[config.mk]
export PLATFORM = sky130hd
export DESIGN_NAME = tc_pulse_frame
export DESIGN_NICKNAME = d
export VERILOG_FILES = /design/src/rtl/tc_pkg.sv /design/src/rtl/tc_rst_sync.sv /design/src/rtl/tc_pulse_sort.sv /design/src/rtl/tc_bit_store.sv /design/src/rtl/tc_frame_latch.sv /design/src/rtl/tc_pulse_frame.sv
export SDC_FILE = /design/constraint.sdc
export NUM_CORES = 1
export LEC_CHECK = 0
export BUFFER_PORTS_ARGS = -buffer_cell sky130_fd_sc_hd__buf_2
export CAP_MARGIN = 30
export CORE_MARGIN = 10
export CORE_UTILIZATION = 50
export DETAILED_ROUTE_END_ITERATION = 12
export PLACE_DENSITY_LB_ADDON = 0.08
export SLEW_MARGIN = 20
export SYNTH_ARGS = -nofsm -noshare
export SYNTH_HDL_FRONTEND = slang
export SYNTH_SLANG_ARGS = --single-unit
[constraint.sdc]
create_clock -name clk -period 4.6 [get_ports clk]
set_clock_uncertainty 0.2 [all_clocks]
set_input_delay 1.38 -clock clk [delete_from_list [all_inputs] [get_ports clk]]
set_output_delay 1.38 -clock clk [all_outputs]
set_load 0.005 [all_outputs]
[src/rtl/tc_pkg.sv]
package tc_pkg;

  // Classification of one measured pulse.
  typedef enum logic [2:0] {
    PK_NONE   = 3'd0,  // no strobe this cycle
    PK_SHORT  = 3'd1,  // too short to trust: restart the minute
    PK_ZERO   = 3'd2,  // data bit 0
    PK_ONE    = 3'd3,  // data bit 1
    PK_SYNC   = 3'd4,  // minute gap: restart the minute
    PK_IGNORE = 3'd5   // matches no window: leave all state alone
  } pulse_kind_e;

endpackage

[src/rtl/tc_rst_sync.sv]
module tc_rst_sync #(
  parameter int STAGES = 2
) (
  input  logic clk,
  input  logic rst_n,
  output logic rst_sync_n
);

  logic [STAGES-1:0] chain_q;
  logic [STAGES-1:0] chain_d;

  always_comb begin
    chain_d = {chain_q[STAGES-2:0], 1'b1};
  end

  always_ff @(posedge clk or negedge rst_n) begin
    if (!rst_n) begin
      chain_q <= '0;
    end else begin
      chain_q <= chain_d;
    end
  end

  assign rst_sync_n = chain_q[STAGES-1];

endmodule

[src/rtl/tc_pulse_sort.sv]
module tc_pulse_sort
  import tc_pkg::*;
#(
  parameter int TICK_W   = 16,
  parameter int ZERO_MIN = 3,
  parameter int ZERO_MAX = 5,
  parameter int ONE_MIN  = 7,
  parameter int ONE_MAX  = 9,
  parameter int SYNC_MIN = 40,
  parameter int SYNC_MAX = 83
) (
  input  logic              valid_i,
  input  logic [TICK_W-1:0] ticks_i,
  output pulse_kind_e       kind_o
);

  localparam logic [TICK_W-1:0] ZLO = TICK_W'(ZERO_MIN);
  localparam logic [TICK_W-1:0] ZHI = TICK_W'(ZERO_MAX);
  localparam logic [TICK_W-1:0] OLO = TICK_W'(ONE_MIN);
  localparam logic [TICK_W-1:0] OHI = TICK_W'(ONE_MAX);
  localparam logic [TICK_W-1:0] SLO = TICK_W'(SYNC_MIN);
  localparam logic [TICK_W-1:0] SHI = TICK_W'(SYNC_MAX);

  logic in_zero;
  logic in_one;
  logic in_sync;

  always_comb begin
    in_zero = (ticks_i >= ZLO) && (ticks_i <= ZHI);
    in_one  = (ticks_i >= OLO) && (ticks_i <= OHI);
    in_sync = (ticks_i >= SLO) && (ticks_i <= SHI);
    if (!valid_i) begin
      kind_o = PK_NONE;
    end else if (ticks_i < ZLO) begin
      kind_o = PK_SHORT;
    end else if (in_zero) begin
      kind_o = PK_ZERO;
    end else if (in_one) begin
      kind_o = PK_ONE;
    end else if (in_sync) begin
      kind_o = PK_SYNC;
    end else begin
      kind_o = PK_IGNORE;
    end
  end

endmodule

[src/rtl/tc_bit_store.sv]
module tc_bit_store
  import tc_pkg::*;
#(
  parameter int FRAME_BITS = 64,
  parameter int LAST_BIT   = 58,
  localparam int CNT_W     = $clog2(FRAME_BITS)
) (
  input  logic                  clk,
  input  logic                  rst_n,
  input  pulse_kind_e           kind_i,
  output logic [CNT_W-1:0]      bit_cnt_o,
  output logic [FRAME_BITS-1:0] bits_next_o,
  output logic                  complete_o
);

  localparam logic [CNT_W-1:0] LAST_IDX = CNT_W'(LAST_BIT);

  logic [CNT_W-1:0]      cnt_q;
  logic [CNT_W-1:0]      cnt_d;
  logic [LAST_BIT:0]     bits_q;
  logic [FRAME_BITS-1:0] bits_d;
  logic                  store;
  logic                  bit_val;
  logic                  at_last;

  // Next-state: counter.
  always_comb begin
    store   = (kind_i == PK_ZERO) || (kind_i == PK_ONE);
    bit_val = (kind_i == PK_ONE);
    at_last = (cnt_q == LAST_IDX);
    case (kind_i)
      PK_SHORT, PK_SYNC: cnt_d = '0;
      PK_ZERO, PK_ONE:   cnt_d = at_last ? '0 : cnt_q + 1'b1;
      default:           cnt_d = cnt_q;
    endcase
  end

  // Next-state: one write-enabled slot per live bit; padding stays 0.
  for (genvar i = 0; i < FRAME_BITS; i++) begin : g_slot
    if (i <= LAST_BIT) begin : g_live
      logic wr;
      assign wr        = store && (cnt_q == CNT_W'(i));
      assign bits_d[i] = wr ? bit_val : bits_q[i];
    end else begin : g_pad
      assign bits_d[i] = 1'b0;
    end
  end

  // Registers.
  always_ff @(posedge clk or negedge rst_n) begin
    if (!rst_n) begin
      cnt_q <= '0;
    end else if (kind_i != PK_NONE) begin
      cnt_q <= cnt_d;
    end
  end

  always_ff @(posedge clk or negedge rst_n) begin
    if (!rst_n) begin
      bits_q <= '0;
    end else if (store) begin
      bits_q <= bits_d[LAST_BIT:0];
    end
  end

  assign bit_cnt_o   = cnt_q;
  assign bits_next_o = bits_d;
  assign complete_o  = store && at_last;

  // The counter never passes the last bit index.
  p_cnt_bound_r8: assert property (@(posedge clk) disable iff (!rst_n)
    cnt_q <= LAST_IDX);

  // A short pulse restarts the minute.
  p_short_clear_r2: assert property (@(posedge clk) disable iff (!rst_n)
    kind_i == PK_SHORT |=> cnt_q == '0);

  // A minute gap restarts the minute.
  p_sync_clear_r5: assert property (@(posedge clk) disable iff (!rst_n)
    kind_i == PK_SYNC |=> cnt_q == '0);

  // A data bit below the last index advances the count by one.
  p_advance_r3: assert property (@(posedge clk) disable iff (!rst_n)
    (store && !at_last) |=> cnt_q == $past(cnt_q) + 1'b1);

  // An unmatched length leaves the count alone.
  p_ignore_hold_r6: assert property (@(posedge clk) disable iff (!rst_n)
    kind_i == PK_IGNORE |=> $stable(cnt_q));

  // The bit at the last index closes the minute.
  p_wrap_r8: assert property (@(posedge clk) disable iff (!rst_n)
    complete_o |=> cnt_q == '0);

endmodule

[src/rtl/tc_frame_latch.sv]
module tc_frame_latch #(
  parameter int FRAME_BITS = 64
) (
  input  logic                  clk,
  input  logic                  rst_n,
  input  logic                  complete_i,
  input  logic [FRAME_BITS-1:0] bits_i,
  input  logic                  ack_i,
  output logic [FRAME_BITS-1:0] frame_o,
  output logic                  ready_o
);

  logic [FRAME_BITS-1:0] frame_q;
  logic                  ready_q;
  logic                  ready_d;

  // Next-state: a completion wins over a clear in the same cycle.
  always_comb begin
    if (complete_i) begin
      ready_d = 1'b1;
    end else if (ack_i) begin
      ready_d = 1'b0;
    end else begin
      ready_d = ready_q;
    end
  end

  always_ff @(posedge clk or negedge rst_n) begin
    if (!rst_n) begin
      frame_q <= '0;
    end else if (complete_i) begin
      frame_q <= bits_i;
    end
  end

  always_ff @(posedge clk or negedge rst_n) begin
    if (!rst_n) begin
      ready_q <= 1'b0;
    end else begin
      ready_q <= ready_d;
    end
  end

  assign frame_o = frame_q;
  assign ready_o = ready_q;

  // The flag is sticky until acknowledged.
  p_ready_hold_r9: assert property (@(posedge clk) disable iff (!rst_n)
    (ready_q && !ack_i) |=> ready_q);

  // A completion always leaves the flag set.
  p_ready_set_r8: assert property (@(posedge clk) disable iff (!rst_n)
    complete_i |=> ready_q);

  // The held frame moves only on a completion.
  p_frame_stable_r9: assert property (@(posedge clk) disable iff (!rst_n)
    !complete_i |=> $stable(frame_q));

endmodule

[src/rtl/tc_pulse_frame.sv]
module tc_pulse_frame
  import tc_pkg::*;
#(
  parameter int TICK_W     = 16,
  parameter int FRAME_BITS = 64,
  parameter int LAST_BIT   = 58,
  parameter int ZERO_MIN   = 3,
  parameter int ZERO_MAX   = 5,
  parameter int ONE_MIN    = 7,
  parameter int ONE_MAX    = 9,
  parameter int SYNC_MIN   = 40,
  parameter int SYNC_MAX   = 83,
  parameter int RST_STAGES = 2,
  localparam int CNT_W     = $clog2(FRAME_BITS)
) (
  input  logic                  clk,
  input  logic                  rst_n,
  input  logic                  pulse_valid,
  input  logic [TICK_W-1:0]     pulse_ticks,
  input  logic                  frame_ack,
  output logic [CNT_W-1:0]      bit_count,
  output logic                  frame_ready,
  output logic [FRAME_BITS-1:0] frame_data
);

  logic                  rst_sync_n;
  pulse_kind_e           kind;
  logic [FRAME_BITS-1:0] bits_next;
  logic                  complete;

  tc_rst_sync #(.STAGES(RST_STAGES)) u_rst (
    .clk        (clk),
    .rst_n      (rst_n),
    .rst_sync_n (rst_sync_n)
  );

  tc_pulse_sort #(
    .TICK_W   (TICK_W),
    .ZERO_MIN (ZERO_MIN),
    .ZERO_MAX (ZERO_MAX),
    .ONE_MIN  (ONE_MIN),
    .ONE_MAX  (ONE_MAX),
    .SYNC_MIN (SYNC_MIN),
    .SYNC_MAX (SYNC_MAX)
  ) u_sort (
    .valid_i (pulse_valid),
    .ticks_i (pulse_ticks),
    .kind_o  (kind)
  );

  tc_bit_store #(
    .FRAME_BITS (FRAME_BITS),
    .LAST_BIT   (LAST_BIT)
  ) u_store (
    .clk         (clk),
    .rst_n       (rst_sync_n),
    .kind_i      (kind),
    .bit_cnt_o   (bit_count),
    .bits_next_o (bits_next),
    .complete_o  (complete)
  );

  tc_frame_latch #(.FRAME_BITS(FRAME_BITS)) u_latch (
    .clk        (clk),
    .rst_n      (rst_sync_n),
    .complete_i (complete),
    .bits_i     (bits_next),
    .ack_i      (frame_ack),
    .frame_o    (frame_data),
    .ready_o    (frame_ready)
  );

  // Padding bits above the last data bit never carry data.
  if (FRAME_BITS - 1 > LAST_BIT) begin : g_pad_chk
    p_upper_zero_r10: assert property (@(posedge clk) disable iff (!rst_sync_n)
      frame_data[FRAME_BITS-1:LAST_BIT+1] == '0);
  end

endmodule

==> flow_metrics.env, run 1 <==
export IMPL_outcome="completed"
export IMPL_layout_drive_gt1_share=0.4094
export IMPL_hpwl_um=8796
export IMPL_grt_pass1_wl_um=21250
export IMPL_diodes=0
export IMPL_leakage_uw=0.003364
export IMPL_root_buffer="clkbuf_8"
export IMPL_avgViaCountPerCell=5.503
export IMPL_die_w_um=125.5
export IMPL_synth_ff_type="dfrtp_1"
export IMPL_min_period_over_period=0.7212
export IMPL_crit_type="input port to flip-flop"
export IMPL_finalHoldViolations=0
export IMPL_yosysMostFrequentCell="dfrtp_1"
export IMPL_vias=3808
export IMPL_grt_pass1_vias=3909
export IMPL_gp_congestion=0.8682
export IMPL_setup_viol=0
export IMPL_die_h_um=125.5
export IMPL_max_cap_violations=0
export IMPL_fill_cells=897
export IMPL_timing_critical_path_required_ps=4760
export IMPL_worst_path_max_fanout=25
export IMPL_yosys_top_cells_area="dfrtp_1 (57%), mux2_2 (17%), nor3_1 (2.9%)"
export IMPL_clockBufferDepth=2
export IMPL_cp_data_arrival_time_ps=3470
export IMPL_grt_max_degree=58
export IMPL_synth_cell_types=45
export IMPL_holdCritPathClass="flip-flop to async pin"
export IMPL_ctsHoldBuffers=0
export IMPL_yosys_area_top_type_share=0.5665
export IMPL_maxSlewHeadroom=0.4274
export IMPL_vdd_drop_max_mv=0.2395
export IMPL_final_max_slew_viol_count=0
export IMPL_drcViolationCount=0
export IMPL_path_clk_slew_ps=60
export IMPL_antenna_found_initial=0
export IMPL_p_per_area_mw_per_mm2=376.0
export IMPL_initial_core_util=0.5111
export IMPL_path_cells="buf_2 > nor4_2 > nand4_1 > or4_1 > nand2_1 > o21ai_0"
export IMPL_yosys_warnings=0
export IMPL_yosysTopAreaCell="dfrtp_1"
export IMPL_crit_family="simple AND/OR/NAND/NOR gates"
export IMPL_ant_nets=0
export IMPL_cts_tree="built"
export IMPL_ios=91
export IMPL_rsz0062_at_grt="false"
export IMPL_cts_htree_levels=4
export IMPL_fmax_mhz=301.4
export IMPL_synthTopCellsByCount="dfrtp_1 (126), mux2_2 (84), nand2_1 (36)"
export IMPL_crit_path_top_delay_cell="or4_1"
export IMPL_ys_ff_latch=126
export IMPL_post_cts_buffers=0
export IMPL_tns_ps=0
export IMPL_cts_resized_gates=0
export IMPL_cp_start_kind="input port"
export IMPL_worstSkewPairLatency_ps=510
export IMPL_place_area_sq_mm=0.006108
export IMPL_worst_path_buf_inv=1
export IMPL_detail_route_wl_per_cell_um=18.35
export IMPL_grt_use_total=0.1640
export IMPL_dieArea_sq_mm=0.01575
export IMPL_synthCells=455
export IMPL_syn_area_sq_mm=0.005565
export IMPL_worst_slew_pin_slew_ps=855.8
export IMPL_synth_enable_flop_cells=0
export IMPL_max_stage_delay_ps=860
export IMPL_utilization=0.6161
export IMPL_numClockSinks=126
export IMPL_critPathCaptureType="flip-flop"
export IMPL_dr_pass1_iters=4
export IMPL_routed_wirelength_um=12700
export IMPL_core_area_sq_mm=0.01089
export IMPL_period_minus_slack_ps=3317
export IMPL_setup_ws_ps=1283
export IMPL_grt_ovfl_total=0
export IMPL_post_place_ws_ps=745.6
export IMPL_fin_nets=563
export IMPL_final_cell_area_sq_mm=0.006708
export IMPL_ys_seq_area_frac=0.5665
export IMPL_drtIter0Drc=339
export IMPL_cts_buffers=17
export IMPL_port_buffers=85
export IMPL_syn_mean_instance_area_sq_um=12.23
export IMPL_area_delta_synth_final_pct=20.53
export IMPL_rows=38
export IMPL_async_flop_share=1.000
state kept, by name (all words and copies together), names as in the netlist:
name	count
u_latch.frame_o	59
u_store.bits_q	58
u_rst.chain_q	2
u_store.bit_cnt_o	6
u_latch.ready_o	1
metrics by stage:
step	hold WS [ps]	instances	total power, uW
global placement	48.04	660	1199
CTS	53.93	692	2547
finish	44.42	692	2522
detailed placement	51.00	660	1200
floorplan	131.2	459	1176
global route	78.87	692	2613
report_power, final:
part	internal (uW)	switching [uW]
logic	15.7	47.6
registers	1110	5.56
clock network	866	476
cells in the final DEF (no fill, tap or decap), types with 3 or more instances in the layout:
| cell type | instances |
|---|---|
| dfrtp_1 | 125 |
| a21oi_1 | 19 |
| and3b_1 | 3 |
| nand2_1 | 36 |
| buf_2 | 85 |
| nor2_1 | 7 |
| clkbuf_16 | 16 |
| clkbuf_8 | 4 |
| and2_1 | 10 |
| or3b_1 | 4 |
| mux2_4 | 8 |
| nor4_2 | 3 |
| ha_1 | 4 |
| clkinv_2 | 3 |
| nand4_1 | 6 |
| nand3_1 | 15 |
| inv_1 | 6 |
| a31oi_1 | 4 |
| mux2_2 | 84 |
| o21ai_0 | 13 |
| bufinv_16 | 3 |
| o21ai_1 | 7 |
| nor4_1 | 3 |
| nor3_1 | 32 |
| buf_4 | 7 |
| conb_1 | 6 |
| clkinvlp_4 | 3 |
| nor2b_1 | 4 |
metal layers:
metal  GRT usage  up-vias  wire, um
li1            -     1794         -
met1      0.2241     1893      6097
met2      0.2339      103      5617
met3     0.06168       18       738
met4     0.05488        0       242
met5           0        -         0
cell type report:
class	instances	area (sq um)	share of cell area
clock buffers	22	462.9	0.06902
clock inverters	10	136.4	0.02033
inverters	6	22.52	0.003358
multi-input cells	295	2256	0.3363
flip-flops and latches	126	3157	0.4706
well taps	140	175.2	0.02611
repair buffers	93	498.0	0.07424
kinds of logic after synthesis:
family,after synthesis,share of synthesized area
mux,94,0.1951
flops,126,0.5665
other cells,2,0.001349
fa+ha+maj,4,0.008993
simple gates,135,0.1362
buf+inv,38,0.03350
compound gates,55,0.05665
xor+xnor,1,0.001574
final timing paths:
| path | start | end | slack, ps | cells past startpoint |
|---|---|---|---|---|
| setup / recovery | pulse_ticks[9] | u_latch.frame_o[24] | 1280 | 6 |
| hold / removal | u_rst.chain_q[1] | u_store.bits_q[39] | 40 | 0 |
| setup reg to reg | u_store.bit_cnt_o[0] | u_latch.frame_o[24] | 1880 | 6 |
| hold reg to reg | u_rst.chain_q[1] | u_store.bits_q[39] | 40 | 0 |
| max in group asynchronous | u_rst.chain_q[1] | u_store.bits_q[42] | 3120 | 1 |
| min in group clk | u_rst.chain_q[0] | u_rst.chain_q[1] | 150 | 0 |
(Power assumes the default switching activity.)
==> inputs of run 2 (changes only) <==
- clock period: 4.6 -> 3.2 ns (I/O delays scaled with it)
==> run 2 against run 1 <==
  * Flip-flop and latch count is the same
  * Critical path depth is the same
  * Utilization grew 1.2 points
  * Register-to-register slack lost 1300 ps
  * Critical endpoint is now u_latch.frame_o[50]
  * Largest cell class unchanged
==> flow_metrics.env, run 2 (same netlist as run 1, synthesis figures left out) <==
export IMPL_outcome="completed"
export IMPL_maxSlewHeadroom=0.5386
export IMPL_detail_route_wl_per_cell_um=18.29
export IMPL_cp_start_kind="input port"
export IMPL_dieArea_sq_mm=0.01575
export IMPL_die_h_um=125.5
export IMPL_utilization=0.6285
export IMPL_holdPathStages=0
export IMPL_grt_pass1_wl_um=21370
export IMPL_post_place_ws_ps=7.889
export IMPL_p_per_area_mw_per_mm2=520.2
export IMPL_finalHoldViolations=0
export IMPL_hpwl_um=9205
export IMPL_worst_path_max_fanout=10
export IMPL_root_buffer="clkbuf_8"
export IMPL_vias=3800
export IMPL_share_seq_of_total_power=0.453
export IMPL_area_delta_synth_final_pct=22.95
export IMPL_final_cell_mix="dfrtp_1 (125), buf_2 (85), mux2_2 (84)"
export IMPL_ios=91
export IMPL_grt_max_degree=58
export IMPL_rsz0062_at_grt="false"
export IMPL_multiInputGateArea_sq_mm=0.002248
export IMPL_grt_pass1_vias=4004
export IMPL_setup_viol=0
export IMPL_crit_path_top_delay_cell="nor3_2"
export IMPL_crit_family="simple AND/OR/NAND/NOR gates"
export IMPL_period_minus_slack_ps=2670
export IMPL_die_w_um=125.5
export IMPL_seq_area_sq_mm=0.003157
export IMPL_leakage_uw=0.003442
export IMPL_holdWs_ps=153.1
export IMPL_dr_pass1_iters=4
export IMPL_min_period_over_period=0.8344
export IMPL_worstSkewPairLatency_ps=510
export IMPL_numClockSinks=126
export IMPL_initial_core_util=0.5111
export IMPL_cts_tree="built"
export IMPL_switchingPower_uw=762.3
export IMPL_max_stage_delay_ps=580
export IMPL_final_common_cell="dfrtp_1"
export IMPL_post_cts_buffers=0
export IMPL_switching_share=0.2142
export IMPL_p_int_uw=2797
export IMPL_combPwrFrac=0.028
export IMPL_setup_ws_ps=529.8
export IMPL_diodes=0
export IMPL_cts_htree_levels=4
export IMPL_grt_use_total=0.1667
export IMPL_ff2ff_path_depth=6
export IMPL_worst_path_buf_inv=1
export IMPL_vdd_drop_max_mv=0.2785
export IMPL_layout_drive_gt1_share=0.4233
export IMPL_tns_ps=0
export IMPL_routed_wirelength_um=12930
export IMPL_ant_nets=0
export IMPL_max_cap_violations=0
export IMPL_drcViolationCount=0
export IMPL_cp_data_arrival_time_ps=2890
export IMPL_core_area_sq_mm=0.01089
export IMPL_avgViaCountPerCell=5.375
export IMPL_timing_critical_path_required_ps=3420
export IMPL_path_cells="buf_2 > nor4_4 > nand4_1 > nor3_2 > a21oi_1 > o21ai_0"
export IMPL_worst_slew_pin_slew_ps=692.1
export IMPL_holdCritPathClass="flip-flop to flip-flop"
export IMPL_fill_cells=884
export IMPL_clockBufferDepth=2
export IMPL_fmax_mhz=374.5
export IMPL_fin_nets=578
export IMPL_grt_ovfl_total=0
export IMPL_critPathCaptureType="flip-flop"
export IMPL_crit_type="input port to flip-flop"
export IMPL_cts_buffers=17
export IMPL_port_buffers=85
export IMPL_final_max_slew_viol_count=0
export IMPL_antenna_found_initial=0
export IMPL_clock_power_share=0.520
export IMPL_path_clk_slew_ps=60
export IMPL_crit_cells=6
export IMPL_gp_congestion=0.8478
export IMPL_rows=38
export IMPL_largest_reg_flops=59
export IMPL_drtIter0Drc=252
[run 2: changes by cell type in the layout (fill, tap and decap cells not counted)]
cell / delta
buf_4: +10
dlygate4sd3_1: +1
bufinv_16: -1
o21ai_2: +1
o21ai_4: -1
clkinvlp_4: +1
buf_12: +4
[run 2: power groups by stage]
stage	clock, uW	combinational [uW]	sequential (uW)
global placement	0	96.1	1640
finish	1850	99.3	1610
floorplan	0	43.2	1650
CTS	1880	99.9	1610
detailed placement	0	98.7	1640
global route	1960	112	1610
[run 2: final timing paths]
path,end,slack [ps],start
setup / recovery,u_latch.frame_o[50],530,pulse_ticks[7]
hold / removal,u_rst.chain_q[1],150,u_rst.chain_q[0]
setup reg to reg,u_latch.frame_o[40],630,u_store.bit_cnt_o[0]
hold reg to reg,u_rst.chain_q[1],150,u_rst.chain_q[0]
max in group asynchronous,u_latch.frame_o[51],1640,u_rst.chain_q[1]
min in group asynchronous,u_latch.frame_o[41],190,u_rst.chain_q[1]
[run 2: area by class of cell]
cell class,count,share of cell area
Sequential cell,126,0.4613
Multi-Input combinational cell,295,0.3286
Timing Repair Buffer,108,0.09691
Clock buffer,22,0.06765
Tap cell,140,0.02560
Clock inverter,10,0.01664
Inverter,6,0.003291
[run 2: stage by stage]
| stage | instance area [sq um] | power [uW] | std cells |
|---|---|---|---|
| 3_5_place_dp | 6256 | 1739 | 674 |
| 4_1_cts | 6843 | 3593 | 707 |
| 3_3_place_gp | 6256 | 1735 | 674 |
| 6_report | 6843 | 3559 | 707 |
| 2_1_floorplan | 5582 | 1691 | 459 |
| 5_1_grt | 6843 | 3683 | 707 |
[run 2: metal layers]
layer	track usage	up-vias	part of all wire
met5	0	-	0
li1	-	1826	-
met4	0.06165	0	0.010
met2	0.2545	102	0.46
met3	0.05323	11	0.060
met1	0.2169	1861	0.47
[run 2: repair_timing]
item,CTS,global route
resized for setup,0,0
endpoints found under the hold margin,2,0
hold buffers,1,0
==> inputs of run 3 (changes only) <==
- ABC_AREA: not set -> 1
- clock period: 3.2 -> 2.4 ns (I/O delays scaled with it)
==> run 3 against run 2 <==
  * Worst hold slack got worse by 30 ps
  * Non-clock buffer count is 19 higher
  * First-iteration DRC count up 120%
  * Flip-flop and latch count is the same
  * Routed wire length is 30% higher
  * Clock power is 30% higher
  * Sequential share of layout area decreased by 5.4 points
  * Synthesized cell count grew 77%
  * Global-route usage grew 3.1 points
  * Sequential power grew 33%
  * Clock-buffer cell count grew 2
  * Critical path type is now flip-flop to flip-flop
  * Critical endpoint is now u_latch.frame_o[37]
  * Largest cell class unchanged
==> flow_metrics.env, run 3 <==
export IMPL_grt_pass1_vias=5633
export IMPL_setup_viol=0
export IMPL_layout_drive_gt1_share=0.1814
export IMPL_syn_mean_instance_area_sq_um=7.925
export IMPL_core_area_sq_mm=0.01257
export IMPL_cts_resized_gates=0
export IMPL_clockBufferDepth=2
export IMPL_syn_area_sq_mm=0.006387
export IMPL_period_minus_slack_ps=2217
export IMPL_root_buffer="clkbuf_16"
export IMPL_drtIter0Drc=565
export IMPL_fmax_mhz=451.1
export IMPL_yosys_warnings=0
export IMPL_min_period_over_period=0.9236
export IMPL_cts_htree_levels=4
export IMPL_tns_ps=0
export IMPL_initial_core_util=0.5082
export IMPL_yosysMostFrequentCell="nand2_1"
export IMPL_setup_ws_ps=183.3
export IMPL_port_buffers=85
export IMPL_share_seq_of_total_power=0.461
export IMPL_avgViaCountPerCell=5.245
export IMPL_post_place_ws_ps=-81.20
export IMPL_final_cells=1087
export IMPL_detail_route_wl_per_cell_um=15.52
export IMPL_leakage_uw=0.004085
export IMPL_drcViolationCount=0
export IMPL_yosys_top_cells_area="dfrtp_1 (49%), nand2_1 (14%), nand4_1 (9.5%)"
export IMPL_holdWs_ps=122.6
export IMPL_ys_seq_area_frac=0.4936
export IMPL_largest_reg_flops=59
export IMPL_routed_wirelength_um=16870
export IMPL_timing_critical_path_required_ps=2500
export IMPL_p_per_area_mw_per_mm2=599.3
export IMPL_numClockSinks=126
export IMPL_critPathCaptureType="flip-flop"
export IMPL_max_stage_delay_ps=450
export IMPL_dr_pass1_iters=5
export IMPL_final_common_cell="nand2_1"
export IMPL_switching_share=0.2090
export IMPL_max_cap_violations=0
export IMPL_ys_ff_latch=126
export IMPL_synthCells=806
export IMPL_grt_pass1_wl_um=28540
export IMPL_cp_data_arrival_time_ps=2320
export IMPL_dp_cells=1056
export IMPL_rsz0062_at_grt="false"
export IMPL_holdCritPathClass="flip-flop to async pin"
export IMPL_clock_power_share=0.516
export IMPL_dieArea_sq_mm=0.01770
export IMPL_worst_path_max_fanout=35
export IMPL_synth_enable_flop_cells=0
export IMPL_critPathMostFrequentCell="inv_2"
export IMPL_synthTopCellsByCount="nand2_1 (233), dfrtp_1 (126), nand4_1 (97)"
export IMPL_die_w_um=133.0
export IMPL_area_delta_synth_final_pct=21.35
export IMPL_crit_type="flip-flop to flip-flop"
export IMPL_p_int_uw=3675
export IMPL_combPwrFrac=0.023
export IMPL_antenna_found_initial=0
export IMPL_grt_use_total=0.1980
export IMPL_diodes=0
export IMPL_vdd_drop_max_mv=0.5422
export IMPL_final_max_slew_viol_count=0
export IMPL_hpwl_um=11550
export IMPL_switchingPower_uw=970.9
export IMPL_finalHoldViolations=0
export IMPL_cp_start_kind="flip-flop"
export IMPL_grt_max_degree=54
export IMPL_yosysTopAreaCell="dfrtp_1"
export IMPL_fin_nets=928
export IMPL_worstSkewPairLatency_ps=420
export IMPL_path_cells="ha_1 > inv_1 > nor2_8 > inv_2 > nor2_4 > inv_2 > nor2_4 > inv_2 > buf_12 > nand2_1 > nand2_1"
export IMPL_synth_ff_type="dfrtp_1"
export IMPL_ios=91
export IMPL_grt_ovfl_total=0
export IMPL_yosys_area_top_type_share=0.4936
export IMPL_crit_path_top_delay_cell="dfrtp_1"
export IMPL_async_flop_share=1.000
export IMPL_outcome="completed"
export IMPL_cts_tree="built"
export IMPL_path_clk_slew_ps=50
export IMPL_vias=5701
export IMPL_cts_buffers=17
export IMPL_die_h_um=133.0
export IMPL_final_cell_mix="nand2_1 (233), dfrtp_1 (125), nand4_1 (97)"
export IMPL_ant_nets=0
export IMPL_synth_cell_types=29
export IMPL_fill_cells=1125
export IMPL_worst_slew_pin_slew_ps=722.8
export IMPL_rows=41
export IMPL_maxSlewHeadroom=0.5163
export IMPL_gp_congestion=0.8547
-- run 3: metrics by stage --
step | area [sq um] | total power [uW] | util
finish | 7751 | 4645 | 0.6167
global route | 7751 | 4804 | 0.6167
CTS | 7751 | 4678 | 0.6167
detailed placement | 7189 | 2287 | 0.5720
global placement | 7189 | 2283 | 0.5720
floorplan | 6404 | 2238 | -
-- run 3: worst paths after layout --
check	start	endpoint	slack, ps	depth (start not counted)
setup / recovery	u_store.bit_cnt_o[1]	u_latch.frame_o[37]	180	11
hold / removal	u_rst.chain_q[1]	u_store.bits_q[38]	120	0
setup reg to reg	u_store.bit_cnt_o[1]	u_latch.frame_o[37]	180	11
hold reg to reg	u_rst.chain_q[1]	u_store.bits_q[38]	120	0
max in group asynchronous	u_rst.chain_q[1]	u_store.bit_cnt_o[1]	1210	1
min in group clk	u_rst.chain_q[0]	u_rst.chain_q[1]	160	0
-- run 3: routing by layer --
metal / track usage / vias to the layer above / wire length (um)
met5: 0 / - / 0
met1: 0.2586 / 2714 / 7435
li1: - / 2793 / -
met3: 0.05678 / 22 / 1200
met2: 0.3091 / 172 / 7960
met4: 0.06357 / 0 / 274
-- run 3: what timing repair did --
item	in CTS	in global routing
hold buffers	1	0
buffers inserted	0	0
hold endpoints to repair	2	0
-- run 3: layout make-up --
| cell class | count | area [sq um] | area share |
|---|---|---|---|
| clock buffer | 24 | 491.7 | 0.06344 |
| inverter | 88 | 330.3 | 0.04262 |
| timing repair buffer | 127 | 855.8 | 0.1104 |
| sequential | 126 | 3157 | 0.4073 |
| tap | 172 | 215.2 | 0.02776 |
| clock inverter | 6 | 60.06 | 0.007748 |
| multi-input combinational | 544 | 2641 | 0.3408 |
-- run 3: logic make-up (layout without fill, tap and decap cells) --
logic type,count (synthesis),count (layout),synth area share
xor gates and xnor gates,2,2,0.002743
other,2,6,0.001176
and+or+nand+nor,509,509,0.3763
buffers and inverters,140,245,0.09559
adders and majority gates,4,4,0.007836
DFF,126,126,0.4936
AOI/OAI and AO/OA,23,23,0.02272
-- run 3: power groups by stage --
stage,clock (uW),sequential [uW],combinational [uW]
2_1_floorplan,0,2200,42.6
3_3_place_gp,0,2180,102
3_5_place_dp,0,2180,106
4_1_cts,2430,2140,107
5_1_grt,2540,2140,122
6_report,2400,2140,107
-- run 3: critical path: cells and delay by family, from the launching register on --
| family | cells | cell delay (ps) |
|---|---|---|
| fa+ha+maj | 1 | 190 |
| buf+inv | 5 | 530 |
| flops | 1 | 450 |
| simple gates | 5 | 710 |
